==> config.mk <==
export PLATFORM = sky130hd
export DESIGN_NAME = usb_frame_sched
export DESIGN_NICKNAME = d
export VERILOG_FILES = /design/src/rtl/usb_fs_pkg.sv /design/src/rtl/usb_fs_cfg_regs.sv /design/src/rtl/usb_fs_frame_timer.sv /design/src/rtl/usb_fs_arbiter.sv /design/src/rtl/usb_fs_ls_gate.sv /design/src/rtl/usb_frame_sched.sv
export SDC_FILE = /design/constraint.sdc
export NUM_CORES = 1
export LEC_CHECK = 0
export CORE_ASPECT_RATIO = 0.5
export CORE_MARGIN = 2
export CORE_UTILIZATION = 50
export DETAILED_ROUTE_END_ITERATION = 8
export DONT_BUFFER_PORTS = 1
export HOLD_SLACK_MARGIN = 0.12
export PLACE_DENSITY_LB_ADDON = 0.3
export SYNTH_ARGS = -nofsm -noshare
export SYNTH_HDL_FRONTEND = slang
export SYNTH_SLANG_ARGS = --single-unit
==> constraint.sdc <==
create_clock -name clk -period 5.6 [get_ports clk]
set_input_delay 0.28 -clock clk [delete_from_list [all_inputs] [get_ports clk]]
set_output_delay 0.28 -clock clk [all_outputs]
set_load 0.02 [all_outputs]
==> src/rtl/usb_fs_pkg.sv <==
`timescale 1ns/1ps
package usb_fs_pkg;
  typedef enum logic [1:0] {
    ARB_IDLE = 2'd0,
    ARB_CB   = 2'd1,
    ARB_PER  = 2'd2
  } arb_state_e;

  localparam logic CFG_SEL_PSTART = 1'b0;
  localparam logic CFG_SEL_LSTHR  = 1'b1;
endpackage

==> src/rtl/usb_fs_cfg_regs.sv <==
`timescale 1ns/1ps
module usb_fs_cfg_regs #(
  parameter int DATA_W = 16,
  parameter int PS_W   = 14,
  parameter int LST_W  = 12,
  parameter logic [LST_W-1:0] LST_RST = 12'h628
) (
  input  logic              clk,
  input  logic              rst_n,
  input  logic              wr_en,
  input  logic              addr,
  input  logic [DATA_W-1:0] wdata,
  output logic [DATA_W-1:0] rdata,
  output logic [PS_W-1:0]   ps_q,
  output logic [LST_W-1:0]  lst_q
);
  import usb_fs_pkg::*;

  logic unused_hi;
  assign unused_hi = ^wdata[DATA_W-1:PS_W];

  always_ff @(posedge clk) begin
    if (!rst_n) begin
      ps_q  <= '0;
      lst_q <= LST_RST;
    end else if (wr_en) begin
      if (addr == CFG_SEL_PSTART) ps_q  <= wdata[PS_W-1:0];
      else                        lst_q <= wdata[LST_W-1:0];
    end
  end

  always_comb begin
    rdata = '0;
    if (addr == CFG_SEL_LSTHR) rdata[LST_W-1:0] = lst_q;
    else                       rdata[PS_W-1:0]  = ps_q;
  end
endmodule

==> src/rtl/usb_fs_frame_timer.sv <==
`timescale 1ns/1ps
module usb_fs_frame_timer #(
  parameter int CNT_W = 14
) (
  input  logic             clk,
  input  logic             rst_n,
  input  logic             sof,
  input  logic [CNT_W-1:0] reload,
  input  logic             tick,
  input  logic [CNT_W-1:0] pstart,
  output logic [CNT_W-1:0] remaining,
  output logic             prio
);
  logic at_zero;
  logic crossed;

  assign at_zero = (remaining == '0);
  assign crossed = (pstart != '0) && (remaining <= pstart);

  always_ff @(posedge clk) begin
    if (!rst_n) begin
      remaining <= '0;
    end else if (sof) begin
      remaining <= reload;
    end else if (tick && !at_zero) begin
      remaining <= remaining - 1'b1;
    end
  end

  always_ff @(posedge clk) begin
    if (!rst_n)       prio <= 1'b0;
    else if (sof)     prio <= 1'b0;
    else if (crossed) prio <= 1'b1;
  end
endmodule

==> src/rtl/usb_fs_arbiter.sv <==
`timescale 1ns/1ps
module usb_fs_arbiter (
  input  logic clk,
  input  logic rst_n,
  input  logic prio,
  input  logic per_req,
  input  logic per_busy,
  input  logic cb_req,
  input  logic cb_busy,
  output logic per_grant,
  output logic cb_grant
);
  import usb_fs_pkg::*;

  arb_state_e state_q, state_d;

  always_comb begin
    state_d = state_q;
    unique case (state_q)
      ARB_IDLE: begin
        if (prio) begin
          if (per_req)     state_d = ARB_PER;
          else if (cb_req) state_d = ARB_CB;
        end else begin
          if (cb_req)       state_d = ARB_CB;
          else if (per_req) state_d = ARB_PER;
        end
      end
      ARB_CB:  if (!cb_busy)  state_d = ARB_IDLE;
      ARB_PER: if (!per_busy) state_d = ARB_IDLE;
      default: state_d = ARB_IDLE;
    endcase
  end

  always_ff @(posedge clk) begin
    if (!rst_n) state_q <= ARB_IDLE;
    else        state_q <= state_d;
  end

  assign per_grant = (state_q == ARB_PER);
  assign cb_grant  = (state_q == ARB_CB);
endmodule

==> src/rtl/usb_fs_ls_gate.sv <==
`timescale 1ns/1ps
module usb_fs_ls_gate #(
  parameter int REM_W = 14,
  parameter int LST_W = 12
) (
  input  logic             clk,
  input  logic             rst_n,
  input  logic             sof,
  input  logic             ls_req,
  input  logic [REM_W-1:0] remaining,
  input  logic [LST_W-1:0] threshold,
  output logic             permit,
  output logic             deferred
);
  logic enough_time;
  assign enough_time = remaining > REM_W'(threshold);

  always_ff @(posedge clk) begin
    if (!rst_n) begin
      permit   <= 1'b0;
      deferred <= 1'b0;
    end else if (sof) begin
      permit   <= 1'b0;
      deferred <= 1'b0;
    end else begin
      permit   <= ls_req && !deferred && enough_time;
      deferred <= deferred || (ls_req && !enough_time);
    end
  end
endmodule

==> src/rtl/usb_frame_sched.sv <==
`timescale 1ns/1ps
module usb_frame_sched #(
  parameter int DATA_W = 16,
  parameter int REM_W  = 14,
  parameter int LST_W  = 12,
  parameter logic [LST_W-1:0] LST_RST = 12'h628
) (
  input  logic              clk,
  input  logic              rst_n,
  input  logic              cfg_wr_en,
  input  logic              cfg_addr,
  input  logic [DATA_W-1:0] cfg_wdata,
  output logic [DATA_W-1:0] cfg_rdata,
  input  logic              sof,
  input  logic [REM_W-1:0]  frame_interval,
  input  logic              bit_tick,
  output logic [REM_W-1:0]  frame_remaining,
  input  logic              per_req,
  input  logic              per_busy,
  output logic              per_grant,
  input  logic              cb_req,
  input  logic              cb_busy,
  output logic              cb_grant,
  output logic              periodic_prio,
  input  logic              ls_req,
  output logic              ls_permit,
  output logic              ls_deferred
);
  logic [REM_W-1:0] ps_val;
  logic [LST_W-1:0] lst_val;

  usb_fs_cfg_regs #(
    .DATA_W(DATA_W), .PS_W(REM_W), .LST_W(LST_W), .LST_RST(LST_RST)
  ) cfg_i (
    .clk(clk), .rst_n(rst_n), .wr_en(cfg_wr_en), .addr(cfg_addr),
    .wdata(cfg_wdata), .rdata(cfg_rdata), .ps_q(ps_val), .lst_q(lst_val)
  );

  usb_fs_frame_timer #(.CNT_W(REM_W)) timer_i (
    .clk(clk), .rst_n(rst_n), .sof(sof), .reload(frame_interval),
    .tick(bit_tick), .pstart(ps_val), .remaining(frame_remaining),
    .prio(periodic_prio)
  );

  usb_fs_arbiter arb_i (
    .clk(clk), .rst_n(rst_n), .prio(periodic_prio),
    .per_req(per_req), .per_busy(per_busy),
    .cb_req(cb_req), .cb_busy(cb_busy),
    .per_grant(per_grant), .cb_grant(cb_grant)
  );

  usb_fs_ls_gate #(.REM_W(REM_W), .LST_W(LST_W)) ls_i (
    .clk(clk), .rst_n(rst_n), .sof(sof), .ls_req(ls_req),
    .remaining(frame_remaining), .threshold(lst_val),
    .permit(ls_permit), .deferred(ls_deferred)
  );
endmodule

==> results_dict.tcl, run 1 <==
set metrics [dict create \
    ant_nets 0 \
    drive_gt1_share_pct 5.31 \
    clkSinkCount 45 \
    p_leak_nw 1.25 \
    fill_cells 508 \
    wire_per_inst_um 16.2 \
    cts_buffers 5 \
    vias_per_cell 5.72 \
    vdd_drop_max_mv 0.133 \
    yosys.area.top_type "dfxtp_1" \
    cp-start-kind "flip-flop" \
    r2r_slack_ns 3.30 \
    synth_top_family_by_area "simple AND/OR/NAND/NOR gates" \
    syn_avg_cell_area_um2 7.69 \
    finalSetupViolCount 0 \
    slew_headroom_pct 35.4 \
    coreArea_um2 5440 \
    synth_xor_area_share_pct 0.626 \
    pin_count 76 \
    grt_pass1_wl_um 11900 \
    register_area_um2 901 \
    synthAdderAreaFrac_pct 12.5 \
    dr.pass1.iters 4 \
    holdWs_ns 0.119 \
    clk_pin_slew_worst_paths_ns 0.09 \
    area_growth_pct 12.1 \
    grt_usage_pct 24.8 \
    first_global_vias 2493 \
    endpoint_kind "flip-flop" \
    clockBufferDepth 2 \
    multiInputGateArea_um2 1720 \
    rows 19 \
    synth_most_common_cell "nand2_1" \
    hold_depth 2 \
    synth_warnings 0 \
    tritoncts "built" \
    hold_class "primary input to flip-flop" \
    drc 0 \
    cts-root-buf "clkbuf_8" \
    htreeDepth 2 \
    design.die.area_um2 6250 \
    synthCells 364 \
    antenna_found_initial 0 \
    synth_top_area_share_pct 32.2 \
    synthMuxAreaShare_pct 1.88 \
    dp_cells 423 \
    power.density_nw_per_um2 257 \
    clock_skew_ns 0.00720 \
    synth_edf_count 0 \
    routed_wirelength_um 7310 \
    instances_no_fill 450 \
    n_antenna_cell 0 \
    ys_seq_area_share_pct 32.2 \
    async_reset_ff_share_pct 0 \
    crit_arrival_ns 2.55 \
    cts_resized 0 \
    vias 2575 \
    slew_viol_final 0 \
    grt_max_degree 41 \
    clk_latency_ns 0.31 \
    status "complete, no violations" \
    gp_congestion 0.896 \
    rr_worst_depth 7 \
    yosys-top-cells-count "nand2_1, dfxtp_1, inv_1, o21ai_0, ha_1" \
    min_period_ns 2.30 \
    rsz0062_at_grt "no" \
    start_util_pct 51.4 \
    setup_tns_ns 0 \
    cts_hold_buf 19 \
    die_w_um 110 \
    dpl.hpwl_um 5370 \
    ys_seq_elements 45 \
    yosys.area_share.simple_pct 24.7 \
    synth_compound_area_share_pct 21.3 \
    gr-total-overflow 0 \
    synth_top_cells_by_area "dfxtp_1, ha_1, nand2_1" \
    cts_setup_buffers 0 \
    drtIter0Drc 129 \
    worstMarginPinSlew_ns 0.968 \
    cap_violations 0 \
    syn_area_um2 2800 \
    ys.flop_type "dfxtp_1" \
    post-route-period-util_pct 41.1 \
    hold_viol 0 \
    final_nets 445 \
    die_h_um 56.9 \
    worst-setup-path-type "flip-flop to flip-flop" \
    portBuffers 0 \
    crit_fanout 5 \
    synth_cell_types 46 \
    cp.required_ns 5.85 \
    fmax_mhz 435 \
    finalCoreUtilization_pct 57.6 \
]
[power breakdown]
part           internal [mW]  switching [mW]
logic                 0.0701          0.0910
clock network          0.136           0.126
registers              0.340          0.0427
[flip-flops by register name (all words and copies together) (netlist names)]
| register | cells |
|---|---|
| timer_i.prio | 1 |
| ls_i.permit | 1 |
| arb_i.state_q | 2 |
| cfg_i.ps_q | 14 |
| timer_i.remaining | 14 |
| ls_i.deferred | 1 |
| cfg_i.lst_q | 12 |
[metal layers]
layer	up-vias	routed length, µm	part of all wire, %	global-route usage, %
li1	1292	-	-	-
met1	1204	3400	46	33.0
met2	72	3280	45	39.5
met3	7	559	7.6	6.16
met4	0	75	1.0	7.96
met5	-	0	0	0
[layout make-up]
class | instances | area share [%]
tap | 73 | 2.91
inverter | 30 | 3.59
multi-input combinational | 275 | 54.7
clock inverter | 3 | 1.52
sequential | 45 | 28.7
timing repair buffer | 19 | 6.38
clock buffer | 5 | 2.19
[kinds of logic after synthesis]
kind of cell | count (synthesis)
AND/OR/NAND/NOR | 143
AO/OA/AOI/OAI | 95
flip-flops | 45
buffers and inverters | 45
adder cells (fa/ha/maj) | 28
multiplexers | 5
XOR/XNOR | 2
other | 1
[final timing paths]
check	from	endpoint
worst max-delay path	timer_i.remaining[0]	timer_i.remaining[6]
worst min-delay path	frame_interval[13]	timer_i.remaining[13]
worst max register to register	timer_i.remaining[0]	timer_i.remaining[6]
worst min register to register	cfg_i.ps_q[8]	cfg_i.ps_q[8]
[critical path: stages (launching register included)]
cell and delay (ns):
dfxtp_1 0.52, inv_1 0.21, ha_1 0.24, nor3b_1 0.17, and4bb_2 0.31, and3_1 0.22
or4_1 0.40, a31oi_1 0.17
[per-stage QoR]
step	setup WS, ns	total power [mW]	instance area [µm²]
floorplan	3.56	0.504	2800
finish	3.30	0.806	3140
detailed placement	3.32	0.533	2820
CTS	3.30	0.807	3140
global placement	3.38	0.523	2820
global route	3.17	0.850	3140
[cell usage in the layout (no fill, tap or decap), types with 2 or more instances in the layout]
cell	n
nand3_1	7
nor2_1	14
conb_1	2
a211oi_1	3
nor3_1	9
a21o_1	2
dlygate4sd3_1	18
ha_1	28
o31ai_1	2
mux2_2	2
a21oi_1	20
mux2i_1	3
clkbuf_8	5
a31oi_1	3
o211ai_1	5
o21ai_0	30
inv_6	2
dfxtp_1	45
and2_1	2
nor3b_1	3
o211a_1	2
nand2_1	75
inv_1	30
nor2b_1	5
nand2b_1	3
nor4_1	5
or3_2	2
nand4_1	7
or4_1	2
a21boi_0	23
Note: power is estimated with default switching activity, not from simulation.
==> run 2: changes to the inputs <==
==> constraint.sdc (replaced) <==
create_clock -name clk -period 2.26 [get_ports clk]
set_input_delay 0.113 -clock clk [delete_from_list [all_inputs] [get_ports clk]]
set_output_delay 0.113 -clock clk [all_outputs]
set_load 0.02 [all_outputs]
==> run 2 against run 1 <==
Fmax up 10%. Setup slack got worse by 3.1 ns. Power grew 140%. Clock skew increased by 0.0010 ns. Via count up 7.5%. Hold slack better by 0.0073 ns.
==> results_dict.tcl, run 2 (synthesized netlist as in run 1, its figures left out) <==
set metrics [dict create \
    reg2reg_to "ls_i.permit" \
    multiInputGateArea_um2 1720 \
    tritoncts "built" \
    min_period_ns 2.08 \
    fmax_mhz 480 \
    first_global_vias 2738 \
    rr_worst_depth 7 \
    clk_pin_slew_worst_paths_ns 0.09 \
    routed_wirelength_um 7720 \
    grt_pass1_wl_um 12800 \
    finalCoreUtilization_pct 63.5 \
    clockBufferDepth 2 \
    r2r_slack_ns 0.18 \
    slew_viol_final 0 \
    pin_count 76 \
    cts_buffers 5 \
    portBuffers 0 \
    cap_violations 0 \
    hold_start "rst_n" \
    reg.largest.list "cfg_i.ps_q (14), timer_i.remaining (14), cfg_i.lst_q (12)" \
    final_nets 482 \
    status "complete, no violations" \
    area_growth_pct 23.6 \
    htreeDepth 2 \
    clkSinkCount 45 \
    crit_fanout 3 \
    setup_ws_ns 0.176 \
    hold_class "primary input to flip-flop" \
    p_leak_nw 1.40 \
    dpl.hpwl_um 5480 \
    crit_arrival_ns 2.33 \
    hold_depth 2 \
    die_h_um 56.9 \
    slew_headroom_pct 50.2 \
    post-route-period-util_pct 92.2 \
    n_antenna_cell 0 \
    rsz0062_at_grt "no" \
    rows 19 \
    dr.pass1.iters 4 \
    gp_congestion 0.871 \
    cp.required_ns 2.51 \
    finalSetupViolCount 0 \
    worstMarginPinSlew_ns 0.740 \
    pre_cts_ws_ns 0.207 \
    drive_gt1_share_pct 8.70 \
    die_w_um 110 \
    final_cell_mix "nand2_1, dfxtp_1, dlygate4sd3_1" \
    antenna_found_initial 0 \
    wire_per_inst_um 15.8 \
    ant_nets 0 \
    cp-start-kind "flip-flop" \
    vias 2767 \
    hold_viol 0 \
    design.die.area_um2 6250 \
    register_area_um2 901 \
    cts_setup_buffers 0 \
    fill_cells 492 \
    drc 0 \
    final_common_cell "nand2_1" \
    gr-total-overflow 0 \
    start_util_pct 51.4 \
    min_to "cfg_i.lst_q[7]" \
    clock_skew_ns 0.00820 \
    worst-setup-path-type "flip-flop to flip-flop" \
    setup_tns_ns 0 \
    cts-root-buf "clkbuf_8" \
    grt_max_degree 44 \
    vdd_drop_max_mv 0.384 \
    coreArea_um2 5440 \
    drtIter0Drc 149 \
    power.density_nw_per_um2 570 \
    timing.rr.start "cfg_i.lst_q[11]" \
    endpoint_kind "flip-flop" \
    vias_per_cell 5.68 \
    grt_usage_pct 26.3 \
    clk_latency_ns 0.31 \
]
==> run 2: layout make-up <==
type | instances | area share (%)
clock buffers | 6 | 2.39
well taps | 73 | 2.64
multi-input cells | 275 | 49.7
inverters | 30 | 3.26
clock inverters | 2 | 0.507
repair buffers | 56 | 15.4
flip-flops and latches | 45 | 26.0
==> run 2: worst max path at each step <==
stage / from / slack [ns] / depth (start not counted) / to
floorplan: timer_i.remaining[0] / 0.22 / 7 / timer_i.remaining[6]
global placement: cfg_i.lst_q[11] / 0.25 / 7 / ls_i.permit
detailed placement: cfg_i.lst_q[11] / 0.21 / 7 / ls_i.permit
CTS: cfg_i.lst_q[11] / 0.18 / 7 / ls_i.permit
global route: timer_i.remaining[0] / 0.03 / 7 / timer_i.remaining[12]
finish: cfg_i.lst_q[11] / 0.18 / 7 / ls_i.permit
==> run 2: what timing repair did <==
action	CTS	global route
setup endpoints to repair	0	1
hold buffers	41	0
gates resized for setup	0	1
endpoints found under the hold margin	45	0
==> run 2: metrics by stage <==
step	cell area [µm²]	power, mW	cells	hold WS [ns]
finish	3460	1.97	487	0.126
CTS	3450	1.97	487	0.123
floorplan	2800	1.25	365	0.251
detailed placement	2930	1.35	438	0.215
global route	3460	2.09	487	0.124
global placement	2930	1.33	438	0.206
==> run 2: report_power, final <==
| group | internal, mW | total [mW] | switching [mW] | leakage (nW) |
|---|---|---|---|---|
| Combinational | 0.229 | 0.521 | 0.292 | 0.979 |
| Clock | 0.254 | 0.548 | 0.294 | 0.0518 |
| Sequential | 0.843 | 0.901 | 0.0583 | 0.370 |
==> run 2: worst max-delay path, cell delays in order (launching register included) <==
cell and delay, ns:
dfxtp_1 0.40, inv_1 0.06, ha_1 0.31, nand4_1 0.12
or4_1 0.53, a31o_2 0.24, a21oi_1 0.16, and4b_1 0.21
==> run 2: per-layer routing <==
layer  GRT usage, %  vias up  share of wire, %  routed length (µm)
li1               -     1360                 -                   -
met1           33.9     1300                46                3520
met2           42.4       87                45                3500
met3           6.62       20               6.9                 529
met4           10.7        0               2.1                 161
met5              0        -                 0                   0
